<file path="config.mk">
export PLATFORM = sky130hd
export DESIGN_NAME = serial_ctl_uart
export DESIGN_NICKNAME = d
export VERILOG_FILES = /design/src/rtl/scu_pkg.sv /design/src/rtl/scu_baud_gen.sv /design/src/rtl/scu_tx.sv /design/src/rtl/scu_rx.sv /design/src/rtl/scu_rx_fifo.sv /design/src/rtl/serial_ctl_uart.sv
export SDC_FILE = /design/constraint.sdc
export NUM_CORES = 1
export LEC_CHECK = 0
export ABC_AREA = 1
export BUFFER_PORTS_ARGS = -buffer_cell sky130_fd_sc_hd__buf_2
export CAP_MARGIN = 20
export CORE_ASPECT_RATIO = 1.2
export CORE_MARGIN = 2
export CORE_UTILIZATION = 40
export CTS_CLUSTER_DIAMETER = 60
export DETAILED_ROUTE_END_ITERATION = 12
export MAX_ROUTING_LAYER = met4
export PLACE_DENSITY = 0.51
export SLEW_MARGIN = 10
export SYNTH_ARGS = -nofsm -noshare
export SYNTH_HDL_FRONTEND = slang
export SYNTH_SLANG_ARGS = --single-unit
</file>
<file path="constraint.sdc">
create_clock -name clk -period 7.81 [get_ports clk]
set_input_delay 1.562 -clock clk [delete_from_list [all_inputs] [get_ports clk]]
set_output_delay 1.562 -clock clk [all_outputs]
set_load 0.03 [all_outputs]
</file>
<file path="src/rtl/scu_pkg.sv">
package scu_pkg;

  localparam int unsigned OVS = 16;
  localparam int unsigned NUM_RATES = 8;

  typedef struct packed {
    logic       brk;
    logic       ferr;
    logic [7:0] data;
  } rx_word_t;

  typedef enum logic [1:0] {TX_IDLE, TX_START, TX_DATA, TX_STOP} tx_state_e;
  typedef enum logic [2:0] {RX_IDLE, RX_START, RX_DATA, RX_STOP, RX_HOLD} rx_state_e;

  // rate selected by one-hot code bit idx
  function automatic int unsigned baud_of_idx(int unsigned idx);
    case (idx)
      0: return 9600;
      1: return 19200;
      2: return 38400;
      3: return 57600;
      4: return 115200;
      5: return 230400;
      6: return 460800;
      default: return 921600;
    endcase
  endfunction

  // clocks per oversampling tick, rounded to nearest
  function automatic int unsigned divisor_for(int unsigned clk_hz, int unsigned baud);
    return (clk_hz + (OVS * baud) / 2) / (OVS * baud);
  endfunction

endpackage

</file>
<file path="src/rtl/scu_baud_gen.sv">
module scu_baud_gen
  import scu_pkg::*;
#(
  parameter int unsigned CLK_HZ = 40_000_000,
  parameter int unsigned DIV_W  = 9,
  parameter int unsigned CYC_W  = 13
) (
  input  logic             clk,
  input  logic             rst_n,
  input  logic [7:0]       baud_code,
  input  logic             baud_set,
  output logic             baud_ack,
  output logic             tick,
  output logic [CYC_W-1:0] bit_cycles
);

  localparam int unsigned OVS_W = $clog2(OVS);

  logic [DIV_W-1:0] div_tab [NUM_RATES];
  logic [DIV_W-1:0] div_q;
  logic [DIV_W-1:0] sel_div;
  logic [DIV_W-1:0] tcnt;
  logic             code_valid;
  logic             load_evt;
  logic             release_evt;

  for (genvar g = 0; g < NUM_RATES; g++) begin : g_rate
    localparam int unsigned D = divisor_for(CLK_HZ, baud_of_idx(g));
    assign div_tab[g] = DIV_W'(D);
  end

  always_comb begin
    sel_div = div_q;
    for (int i = 0; i < NUM_RATES; i++) begin
      if (baud_code[i]) sel_div = div_tab[i];
    end
  end

  assign code_valid  = $onehot(baud_code);
  assign load_evt    = baud_set && !baud_ack;
  assign release_evt = !baud_set && baud_ack;
  assign tick        = (tcnt == div_q - 1'b1);
  assign bit_cycles  = CYC_W'(div_q) << OVS_W;

  always_ff @(posedge clk) begin
    if (!rst_n) begin
      baud_ack <= 1'b0;
      div_q    <= div_tab[0];
      tcnt     <= '0;
    end else begin
      if (load_evt) begin
        baud_ack <= 1'b1;
        tcnt     <= '0;
        if (code_valid) div_q <= sel_div;
      end else begin
        if (release_evt) baud_ack <= 1'b0;
        tcnt <= tick ? '0 : tcnt + 1'b1;
      end
    end
  end

  a_r3_ack_rises: assert property (@(posedge clk) disable iff (!rst_n)
    (baud_set && !baud_ack) |=> baud_ack);
  a_r3_ack_falls: assert property (@(posedge clk) disable iff (!rst_n)
    (!baud_set && baud_ack) |=> !baud_ack);
  a_r3_ack_holds: assert property (@(posedge clk) disable iff (!rst_n)
    (baud_set && baud_ack) |=> baud_ack);
  a_r3_bad_code_keeps_rate: assert property (@(posedge clk) disable iff (!rst_n)
    (baud_set && !baud_ack && !$onehot(baud_code)) |=> $stable(bit_cycles));
  a_r2_rate_only_on_request: assert property (@(posedge clk) disable iff (!rst_n)
    !(baud_set && !baud_ack) |=> $stable(bit_cycles));

endmodule

</file>
<file path="src/rtl/scu_tx.sv">
module scu_tx
  import scu_pkg::*;
#(
  parameter int unsigned CYC_W = 13
) (
  input  logic             clk,
  input  logic             rst_n,
  input  logic [CYC_W-1:0] bit_cycles,
  input  logic             tx_wr,
  input  logic [7:0]       tx_data,
  output logic             tx_ready,
  output logic             txd
);

  tx_state_e        state;
  logic [CYC_W-1:0] cnt;
  logic [7:0]       shreg;
  logic [2:0]       bitn;
  logic             bit_end;

  assign bit_end  = (cnt == bit_cycles - 1'b1);
  assign tx_ready = (state == TX_IDLE);

  always_ff @(posedge clk) begin
    if (!rst_n) begin
      state <= TX_IDLE;
      cnt   <= '0;
      shreg <= '0;
      bitn  <= '0;
      txd   <= 1'b1;
    end else begin
      cnt <= bit_end ? '0 : cnt + 1'b1;
      case (state)
        TX_IDLE: begin
          cnt <= '0;
          if (tx_wr) begin
            shreg <= tx_data;
            state <= TX_START;
            txd   <= 1'b0;
          end
        end
        TX_START: begin
          if (bit_end) begin
            state <= TX_DATA;
            bitn  <= '0;
            txd   <= shreg[0];
          end
        end
        TX_DATA: begin
          if (bit_end) begin
            shreg <= shreg >> 1;
            if (bitn == 3'd7) begin
              state <= TX_STOP;
              txd   <= 1'b1;
            end else begin
              bitn <= bitn + 1'b1;
              txd  <= shreg[1];
            end
          end
        end
        TX_STOP: begin
          if (bit_end) state <= TX_IDLE;
        end
        default: state <= TX_IDLE;
      endcase
    end
  end

  a_r4_busy_after_load: assert property (@(posedge clk) disable iff (!rst_n)
    (tx_wr && tx_ready) |=> (!tx_ready && !txd));
  a_r4_idle_line_high: assert property (@(posedge clk) disable iff (!rst_n)
    tx_ready |-> txd);
  a_r5_busy_write_no_restart: assert property (@(posedge clk) disable iff (!rst_n)
    (tx_wr && state == TX_DATA) |=> (state != TX_START));

endmodule

</file>
<file path="src/rtl/scu_rx.sv">
module scu_rx
  import scu_pkg::*;
(
  input  logic     clk,
  input  logic     rst_n,
  input  logic     tick,
  input  logic     rxd,
  output logic     push,
  output rx_word_t push_word
);

  localparam int unsigned OVS_W = $clog2(OVS);
  localparam logic [OVS_W-1:0] MID_TICK = OVS_W'(OVS / 2 - 1);
  localparam logic [OVS_W-1:0] END_TICK = OVS_W'(OVS - 1);

  rx_state_e        state;
  logic             rx_meta;
  logic             rxs;
  logic [OVS_W-1:0] cnt;
  logic [2:0]       bitn;
  logic [7:0]       shreg;

  always_ff @(posedge clk) begin
    if (!rst_n) begin
      rx_meta <= 1'b1;
      rxs     <= 1'b1;
    end else begin
      rx_meta <= rxd;
      rxs     <= rx_meta;
    end
  end

  always_ff @(posedge clk) begin
    if (!rst_n) begin
      state     <= RX_IDLE;
      cnt       <= '0;
      bitn      <= '0;
      shreg     <= '0;
      push      <= 1'b0;
      push_word <= '0;
    end else begin
      push <= 1'b0;
      case (state)
        RX_IDLE: begin
          if (tick && !rxs) begin
            state <= RX_START;
            cnt   <= '0;
          end
        end
        RX_START: begin
          if (tick) begin
            if (cnt == MID_TICK) begin
              cnt   <= '0;
              bitn  <= '0;
              state <= rxs ? RX_IDLE : RX_DATA;
            end else begin
              cnt <= cnt + 1'b1;
            end
          end
        end
        RX_DATA: begin
          if (tick) begin
            if (cnt == END_TICK) begin
              cnt   <= '0;
              shreg <= {rxs, shreg[7:1]};
              if (bitn == 3'd7) state <= RX_STOP;
              else bitn <= bitn + 1'b1;
            end else begin
              cnt <= cnt + 1'b1;
            end
          end
        end
        RX_STOP: begin
          if (tick) begin
            if (cnt == END_TICK) begin
              cnt            <= '0;
              push           <= 1'b1;
              push_word.data <= shreg;
              push_word.brk  <= !rxs && (shreg == 8'h00);
              push_word.ferr <= !rxs && (shreg != 8'h00);
              state          <= rxs ? RX_IDLE : RX_HOLD;
            end else begin
              cnt <= cnt + 1'b1;
            end
          end
        end
        RX_HOLD: begin
          if (rxs) state <= RX_IDLE;
        end
        default: state <= RX_IDLE;
      endcase
    end
  end

  a_r9_hold_until_high: assert property (@(posedge clk) disable iff (!rst_n)
    (state == RX_HOLD && !rxs) |=> (state == RX_HOLD));
  a_r6_push_single: assert property (@(posedge clk) disable iff (!rst_n)
    push |=> !push);

endmodule

</file>
<file path="src/rtl/scu_rx_fifo.sv">
module scu_rx_fifo
  import scu_pkg::*;
#(
  parameter int unsigned DEPTH = 16
) (
  input  logic     clk,
  input  logic     rst_n,
  input  logic     push,
  input  rx_word_t push_word,
  input  logic     pop,
  output rx_word_t head,
  output logic     empty,
  output logic     overrun
);

  localparam int unsigned AW = $clog2(DEPTH);
  localparam int unsigned CW = $clog2(DEPTH + 1);

  rx_word_t        mem [DEPTH];
  logic [AW-1:0]   wp;
  logic [AW-1:0]   rp;
  logic [CW-1:0]   cnt;
  logic            full;
  logic            do_pop;
  logic            accept;
  logic            drop;

  assign full   = (cnt == CW'(DEPTH));
  assign empty  = (cnt == '0);
  assign do_pop = pop && !empty;
  assign accept = push && (!full || do_pop);
  assign drop   = push && full && !do_pop;
  assign head   = mem[rp];

  always_ff @(posedge clk) begin
    if (accept) mem[wp] <= push_word;
  end

  always_ff @(posedge clk) begin
    if (!rst_n) begin
      wp      <= '0;
      rp      <= '0;
      cnt     <= '0;
      overrun <= 1'b0;
    end else begin
      if (accept) wp <= wp + 1'b1;
      if (do_pop) rp <= rp + 1'b1;
      cnt <= cnt + CW'(accept) - CW'(do_pop);
      if (drop) overrun <= 1'b1;
      else if (do_pop) overrun <= 1'b0;
    end
  end

  a_r10_count_bound: assert property (@(posedge clk) disable iff (!rst_n)
    cnt <= CW'(DEPTH));
  a_r10_drop_sets_overrun: assert property (@(posedge clk) disable iff (!rst_n)
    (push && full && !pop) |=> overrun);
  a_r10_full_holds_count: assert property (@(posedge clk) disable iff (!rst_n)
    (full && !pop) |=> full);
  a_r9_break_word_zero: assert property (@(posedge clk) disable iff (!rst_n)
    (push && push_word.brk) |-> (push_word.data == 8'h00 && !push_word.ferr));

endmodule

</file>
<file path="src/rtl/serial_ctl_uart.sv">
module serial_ctl_uart
  import scu_pkg::*;
#(
  parameter int unsigned CLK_HZ     = 40_000_000,
  parameter int unsigned FIFO_DEPTH = 16
) (
  input  logic       clk,
  input  logic       rst_n,
  input  logic [7:0] baud_code,
  input  logic       baud_set,
  output logic       baud_ack,
  input  logic [7:0] tx_data,
  input  logic       tx_wr,
  output logic       tx_ready,
  input  logic       rx_rd,
  output logic       rx_ready,
  output logic [7:0] rx_data,
  output logic       rx_break,
  output logic       rx_frame_err,
  output logic       rx_overrun,
  output logic       uart_txd,
  input  logic       uart_rxd
);

  localparam int unsigned DIV_W = $clog2(divisor_for(CLK_HZ, baud_of_idx(0)) + 1);
  localparam int unsigned CYC_W = DIV_W + $clog2(OVS);

  logic             tick;
  logic [CYC_W-1:0] bit_cycles;
  logic             rx_push;
  rx_word_t         rx_push_word;
  rx_word_t         fifo_head;
  logic             fifo_empty;
  logic             rd_q;
  logic             rd_rise;
  rx_word_t         rd_out;

  scu_baud_gen #(.CLK_HZ(CLK_HZ), .DIV_W(DIV_W), .CYC_W(CYC_W)) u_baud (
    .clk        (clk),
    .rst_n      (rst_n),
    .baud_code  (baud_code),
    .baud_set   (baud_set),
    .baud_ack   (baud_ack),
    .tick       (tick),
    .bit_cycles (bit_cycles)
  );

  scu_tx #(.CYC_W(CYC_W)) u_tx (
    .clk        (clk),
    .rst_n      (rst_n),
    .bit_cycles (bit_cycles),
    .tx_wr      (tx_wr),
    .tx_data    (tx_data),
    .tx_ready   (tx_ready),
    .txd        (uart_txd)
  );

  scu_rx u_rx (
    .clk       (clk),
    .rst_n     (rst_n),
    .tick      (tick),
    .rxd       (uart_rxd),
    .push      (rx_push),
    .push_word (rx_push_word)
  );

  scu_rx_fifo #(.DEPTH(FIFO_DEPTH)) u_fifo (
    .clk       (clk),
    .rst_n     (rst_n),
    .push      (rx_push),
    .push_word (rx_push_word),
    .pop       (rd_rise),
    .head      (fifo_head),
    .empty     (fifo_empty),
    .overrun   (rx_overrun)
  );

  assign rd_rise = rx_rd && !rd_q;

  always_ff @(posedge clk) begin
    if (!rst_n) begin
      rd_q   <= 1'b0;
      rd_out <= '0;
    end else begin
      rd_q   <= rx_rd;
      rd_out <= (rd_rise && !fifo_empty) ? fifo_head : '0;
    end
  end

  assign rx_ready     = !fifo_empty;
  assign rx_data      = rd_out.data;
  assign rx_break     = rd_out.brk;
  assign rx_frame_err = rd_out.ferr;

  a_r7_data_only_after_rise: assert property (@(posedge clk) disable iff (!rst_n)
    (rd_out != '0) |-> ($past(rx_rd) && !$past(rd_q)));
  a_r7_window_one_cycle: assert property (@(posedge clk) disable iff (!rst_n)
    (rx_rd && rd_q) |=> (rd_out == '0));

endmodule

</file>
* Word-level counts from Yosys, hierarchy flattened *
Memories as Yosys holds them, arrays and structs flattened. A register that Yosys moved wholly into a read port is not among the register bits.
Index checks and enable logic that the tools add are counted.

cells by class
  add/sub/neg operators = 18
  equality and inequality tests = 32
  mux-type cells = 57
  bitwise operators = 1
  reductions and logical operators = 47

operator list
  cell                                                                     number
  9-bit two-way mux                                                        8
  3-bit two-way mux                                                        18
  2-bit by 1-bit inequality test with 1-bit output, second input constant  11
  4-bit two-way mux                                                        5
  8-bit two-way mux                                                        2
  8-bit case mux with 2 select lines                                       1
  8-bit nonzero test                                                       2
  3-bit case mux with 5 select lines                                       1
  3-bit AND reduction                                                      5
  13-bit by 1-bit adder with 13-bit output, second input constant          1
  13-bit == test                                                           1
  13-bit by 1-bit subtractor with 13-bit output, second input constant     1
  4-bit by 1-bit adder with 4-bit output, second input constant            3
  4-bit adder                                                              3
  2-bit two-way mux                                                        6
  2-bit inequality test, second input constant                             6
  3-bit case mux with 2 select lines                                       2
  4-bit case mux with 3 select lines                                       1
  4-bit AND reduction                                                      3
  1-bit two-way mux                                                        11
  1-bit logical AND                                                        10
  2-bit nonzero test                                                       5
  9-bit by 1-bit adder with 9-bit output, second input constant            1
  3-bit == test, second input constant                                     3
  other kinds (30)                                                         45

storage, ports and cells
  register bits = 92
  bits in writable memories = 160
  input port bits = 22
  output and inout bits = 15
  word-level logic and storage cells = 179
  memories = 1

memories
  name        depth  bits a word  rd ports  clocked after Yosys merged registers in  wr ports  RTL line           text
  u_fifo.mem  16     10           1         1                                        1         scu_rx_fifo.sv:19  rx_word_t mem [DEPTH];

* Depth between registers and ports, before layout *
  word-level depth = 8
  depth in mapped cells = 17
  depth with buffers taken out = 17

* Hierarchy *
From an unflattened synthesis, not the netlist that was laid out.

unflattened totals
  cell total of the unflattened synthesis = 1537
  area, all modules = 12979.9 um^2

by module, submodules not included
  module           instances  cells an instance  area an instance (um^2)  sequential area each (um^2)
  scu_rx_fifo      1          782                7861.3                   5165.0
  scu_tx           1          304                1906.8                   540.5
  scu_rx           1          191                1462.7                   620.6
  scu_baud_gen     1          222                1417.6                   380.4
  serial_ctl_uart  1          38                 331.6                    220.2

* Worst setup path after synthesis *
Ideal clock, no wire load.

  path kind = input port to flip-flop
  start point = input baud_code[6]
  end point = register u_baud.div_q[3]
  library setup time = 0.138 ns
  arrival = 4.256 ns
  slack = 3.416 ns
  cell stages on the path = 14
  path through = inv_1 ha_1 inv_1 fa_1 inv_1 fa_1 ha_1 fa_1 nor4_1 and2_1 inv_1 clkbuf_1 a21oi_1 a211oi_1

between the ends
  cells in the longest elaborated chain, start to end = 5
  elaborated cells on any way between the ends = 8

ends and longest elaborated chain
  item                                                          RTL line              text
  start, declared                                               serial_ctl_uart.sv:9  input logic [7:0] baud_code,
  1-bit by 1-bit adder with 2-bit output (not written as such)  scu_baud_gen.sv:39    assign code_valid = $onehot(baud_code);
  4-bit adder (not written as such) (2 in series)               scu_baud_gen.sv:39
  4-bit by 1-bit == test with 1-bit output                      scu_baud_gen.sv:39
  3-bit AND reduction (no source line)                          --
  end signal, assigned                                          scu_baud_gen.sv:48    div_q <= div_tab[0];
  end signal, assigned                                          scu_baud_gen.sv:54    if (code_valid) div_q <= sel_div;
  end, declared                                                 scu_baud_gen.sv:20    logic [DIV_W-1:0] div_q;

Several ways; a longest one is shown, not always the timed one.
A chain may end at the register's enable or synchronous reset.

* Worst setup path in the final report *
  start point = input baud_code[4]
  end point = register u_baud.div_q[0]

Same word-level chain as after synthesis.

==> run summary <==
The flow ran to the end, and the final reports show no timing, DRC or antenna violations. Detailed routing placed a total of 13.3 mm of wire on met2. The total length of routed met3 wires is 1.07 mm. The buffers inserted during post-CTS setup optimization is 0. Global routing finished with a remaining overflow of 0.

The multi-input combinational cells in the finished layout cover a total of 0.00419 mm2. The worst register-to-register path begins at u_fifo.cnt[2]. In this run the tightest slew margin relative to its limit is 0.277. Setup violations remaining at the end of the flow were counted as 0.

The post-placement worst setup slack is 2.94 ns. The initial standard-cell utilization of the core came out at 0.406. The global-route total usage across every layer is 0.185. In this run the top signal layer used is met4. The min-delay analysis places its worst path in the category reg2reg. The total of fill cells in the finished design came out at 2804. The power consumption is 3.72 mW. The share of flip-flops with an asynchronous set or reset is 0.

Max-cap violations in this run came to 0. The final count of pins violating max slew is 0. Synthesis produced a netlist with a net count of 1273. After clock tree synthesis, the clock-pin slew on the worst setup and hold paths is 0.06 ns.

The post-synthesis to final-layout area growth came out at 13.8%. The die height is 191 um. The startpoint class of the critical path is an input pin. The maximum fanout count along the critical path came out at 14. The slowest stage of the critical path is the sky130_fd_sc_hd__fa_1 cell.

Setup repair after global routing left no endpoint under its margin. The arrival time at the worst endpoint is 4.67 ns. The per-cell via count in the routed design is 5.07. Summing all placed instances gives a cell area of 0.0122 mm2. CTS saw 262 sinks. The proportion of synthesized chip area in sequential cells came out at 0.588. The number of global-route vias before repair is 8288. The share of post-route cells with drive strength above 1 is 0.106. In this run the critical register-to-register path is captured at u_fifo.mem[15][5].

The transition at the pin with the smallest max-transition slack is 1.08 ns. The final clock period utilization by the worst path is 0.548. The static leakage power came out at 5.17 nW. In the final routed layout, each cell accounts on average for 16.4 um. The depth of the worst hold-timing path is 1. The number of I/O port buffers came out at 36. The via count came out at 8371. The post-route clock skew came out at 0.0168 ns. The finished layout holds 1652 standard cells, fillers aside. The last weighted congestion value of the routability-driven placer came out at 0.805. The first global-routing pass estimated 43.6 mm of wire. The insertion delay of the later-clocked pin in the worst-skew pair is 0.55 ns.

The number of nets in the layout came out at 1306. The maximum vdd ir drop came out at 0.158 mV. The DRC violations left came out at 0.

The post-synthesis area per instance is 9.62 um2. The type of element capturing the critical path is a flip-flop. In this design, the critical path's most frequently occurring cell is sky130_fd_sc_hd__inv_1. The final design area excluding fillers came out at 0.0132 mm2. The met1 wire length is 12.1 mm.

The clock tree from TritonCTS is built. The placed instance count is 1593. The horizontal extent of the die came out at 160 um.

Yosys mapped a number of flops with a built-in enable equal to 160. The aggregate negative setup slack came out at 0 ns. The number of gates resized after CTS was 0. In this run the register-to-register setup slack is 5.06 ns. Counting the buffers created by CTS gives 30.

The number of synthesized register bits is 262. Walking the worst path, the cells encountered are buf_2, inv_1, ha_1, inv_1, fa_1, inv_1, fa_1, ha_1, fa_1, nor4_1, and2_1, inv_1, nor4_1, a211oi_1. Tracing the worst setup path back leads to its startpoint at baud_code[4]. The initial detailed-routing violation count is 505. The cell area after synthesis is 0.0116 mm2. The startpoint identified for the worst hold timing path is u_rx.rx_meta. The remaining antenna violation count is 0.

The synthesized netlist cell count is 1210. In the final layout, flip-flops and latches occupy 0.00685 mm2. The number of antenna violations at the first check in global routing is 0. For this run, the share of the core covered by cells in the final layout is 0.462.

Buffers inserted to repair hold after CTS numbered 0. The count of cell types in the netlist is 45. The number of cell rows came out at 68. The number of antenna diodes in the final layout is 0. The biggest cell delay along the critical path is 0.43 ns. The setup path with the least slack is of type in2reg. The worst hold path terminates at u_rx.rxs. The maximum number of pins on one net before global-route repair came out at 83. For this run, the detailed router's first-pass iteration total came to 5. The highest clock rate came out at 234 MHz. The most frequently used flop master after synthesis is sky130_fd_sc_hd__edfxtp_1. The root buffer cell chosen for the clock tree is sky130_fd_sc_hd__clkbuf_16.

The minimum clock period after layout is 4.28 ns. Yosys printed 0 warnings. The post-detailed-placement half-perimeter wirelength came out at 17.1 mm. 37 I/O pins were placed. After floorplanning, the core was sized to cover 0.0287 mm2. In this run the power density over the cells is 281 mW/mm2. The die covers 0.0305 mm2. The minimum setup slack in the final design is 3.53 ns. Summed over all layers, the routed wires come to 27.1 mm.

Data on the critical path is required at its endpoint by 8.20 ns. The count of final hold-check violations came out at 0. The maximum count of clock buffers along a single path came out at 3. The worst hold slack after final layout is 0.409 ns.

CTS built an H-tree with a depth of 1. The cell count of the worst reg-to-reg path came out at 9.
synth_stat cells, types with 13 or more instances:
| library cell | n | area [um2] |
|---|---|---|
| sky130_fd_sc_hd__a21oi_1 | 42 | 210 |
| sky130_fd_sc_hd__nor2_1 | 198 | 743 |
| sky130_fd_sc_hd__edfxtp_1 | 160 | 4800 |
| sky130_fd_sc_hd__clkbuf_1 | 38 | 143 |
| sky130_fd_sc_hd__o21ai_0 | 122 | 611 |
| sky130_fd_sc_hd__ha_1 | 36 | 450 |
| sky130_fd_sc_hd__nand2_1 | 180 | 676 |
| sky130_fd_sc_hd__nor3_1 | 13 | 65.1 |
| sky130_fd_sc_hd__nand3_1 | 40 | 200 |
| sky130_fd_sc_hd__dfxtp_1 | 102 | 2040 |
| sky130_fd_sc_hd__inv_1 | 102 | 383 |
| sky130_fd_sc_hd__o22ai_1 | 30 | 188 |
report_power, final:
group	internal, mW	leakage [nW]	switching, mW
clock network	0.909	0.507	0.561
logic	0.219	2.35	0.489
registers	1.51	2.31	0.0350
registers in the layout (all words and copies together), names as in the netlist, 2 cells and up:
name and cells:
u_rx.push_word 10, u_rx.shreg 8, u_tx.cnt 13, u_fifo.rp 4, u_fifo.wp 4, u_baud.tcnt 9
u_tx.state 2, u_fifo.mem 160, u_rx.bitn 3, u_tx.shreg 8, u_baud.div_q 9, u_rx.state 3
rx_data 8, u_rx.cnt 4, u_fifo.cnt 5, u_tx.bitn 3
cell families after synthesis:
kind of cell               share of synthesized area
AOI/OAI and AO/OA                              0.115
xor gates and xnor gates                     0.00527
adders and majority gates                     0.0473
buffers and inverters                         0.0515
DFF                                            0.588
muxes                                        0.00430
and+or+nand+nor                                0.188
metal layers:
metal | vias up | track usage
met1 | 3986 | 0.226
met4 | 0 | 0.0479
met5 | - | -
met3 | 42 | 0.0200
li1 | 4208 | -
met2 | 135 | 0.329
cell type report:
| type | count | share of cell area |
|---|---|---|
| tap | 385 | 0.0364 |
| timing repair buffer | 45 | 0.0187 |
| multi-input combinational | 792 | 0.317 |
| sequential | 262 | 0.517 |
| clock inverter | 17 | 0.0176 |
| inverter | 112 | 0.0317 |
| clock buffer | 39 | 0.0622 |
layout by cell type, fill, tap and decap left out, types with 13 or more instances in the layout:
cell	instances
sky130_fd_sc_hd__nand3_1	40
sky130_fd_sc_hd__ha_1	36
sky130_fd_sc_hd__nor3_1	13
sky130_fd_sc_hd__buf_2	36
sky130_fd_sc_hd__o21ai_0	122
sky130_fd_sc_hd__o22ai_1	30
sky130_fd_sc_hd__nor2_1	198
sky130_fd_sc_hd__inv_1	102
sky130_fd_sc_hd__nand2_1	180
sky130_fd_sc_hd__clkbuf_16	30
sky130_fd_sc_hd__a21oi_1	42
sky130_fd_sc_hd__edfxtp_1	160
sky130_fd_sc_hd__dfxtp_1	101
worst max-delay path by stage:
| stage | endpoint | depth (start not counted) |
|---|---|---|
| finish | u_baud.div_q[0] | 14 |
| global route | u_baud.div_q[0] | 14 |
| CTS | u_baud.div_q[0] | 14 |
| detailed placement | u_baud.div_q[0] | 14 |
| global placement | u_baud.div_q[0] | 14 |
| floorplan | u_baud.div_q[3] | 14 |
worst max-delay path, delay by kind of cell:
family,cells,cell delay [ns]
buf+inv,5,0.55
compound gates,1,0.07
fa+ha+maj,5,1.74
simple gates,3,0.74
Note: power is estimated with default switching activity, not from simulation.
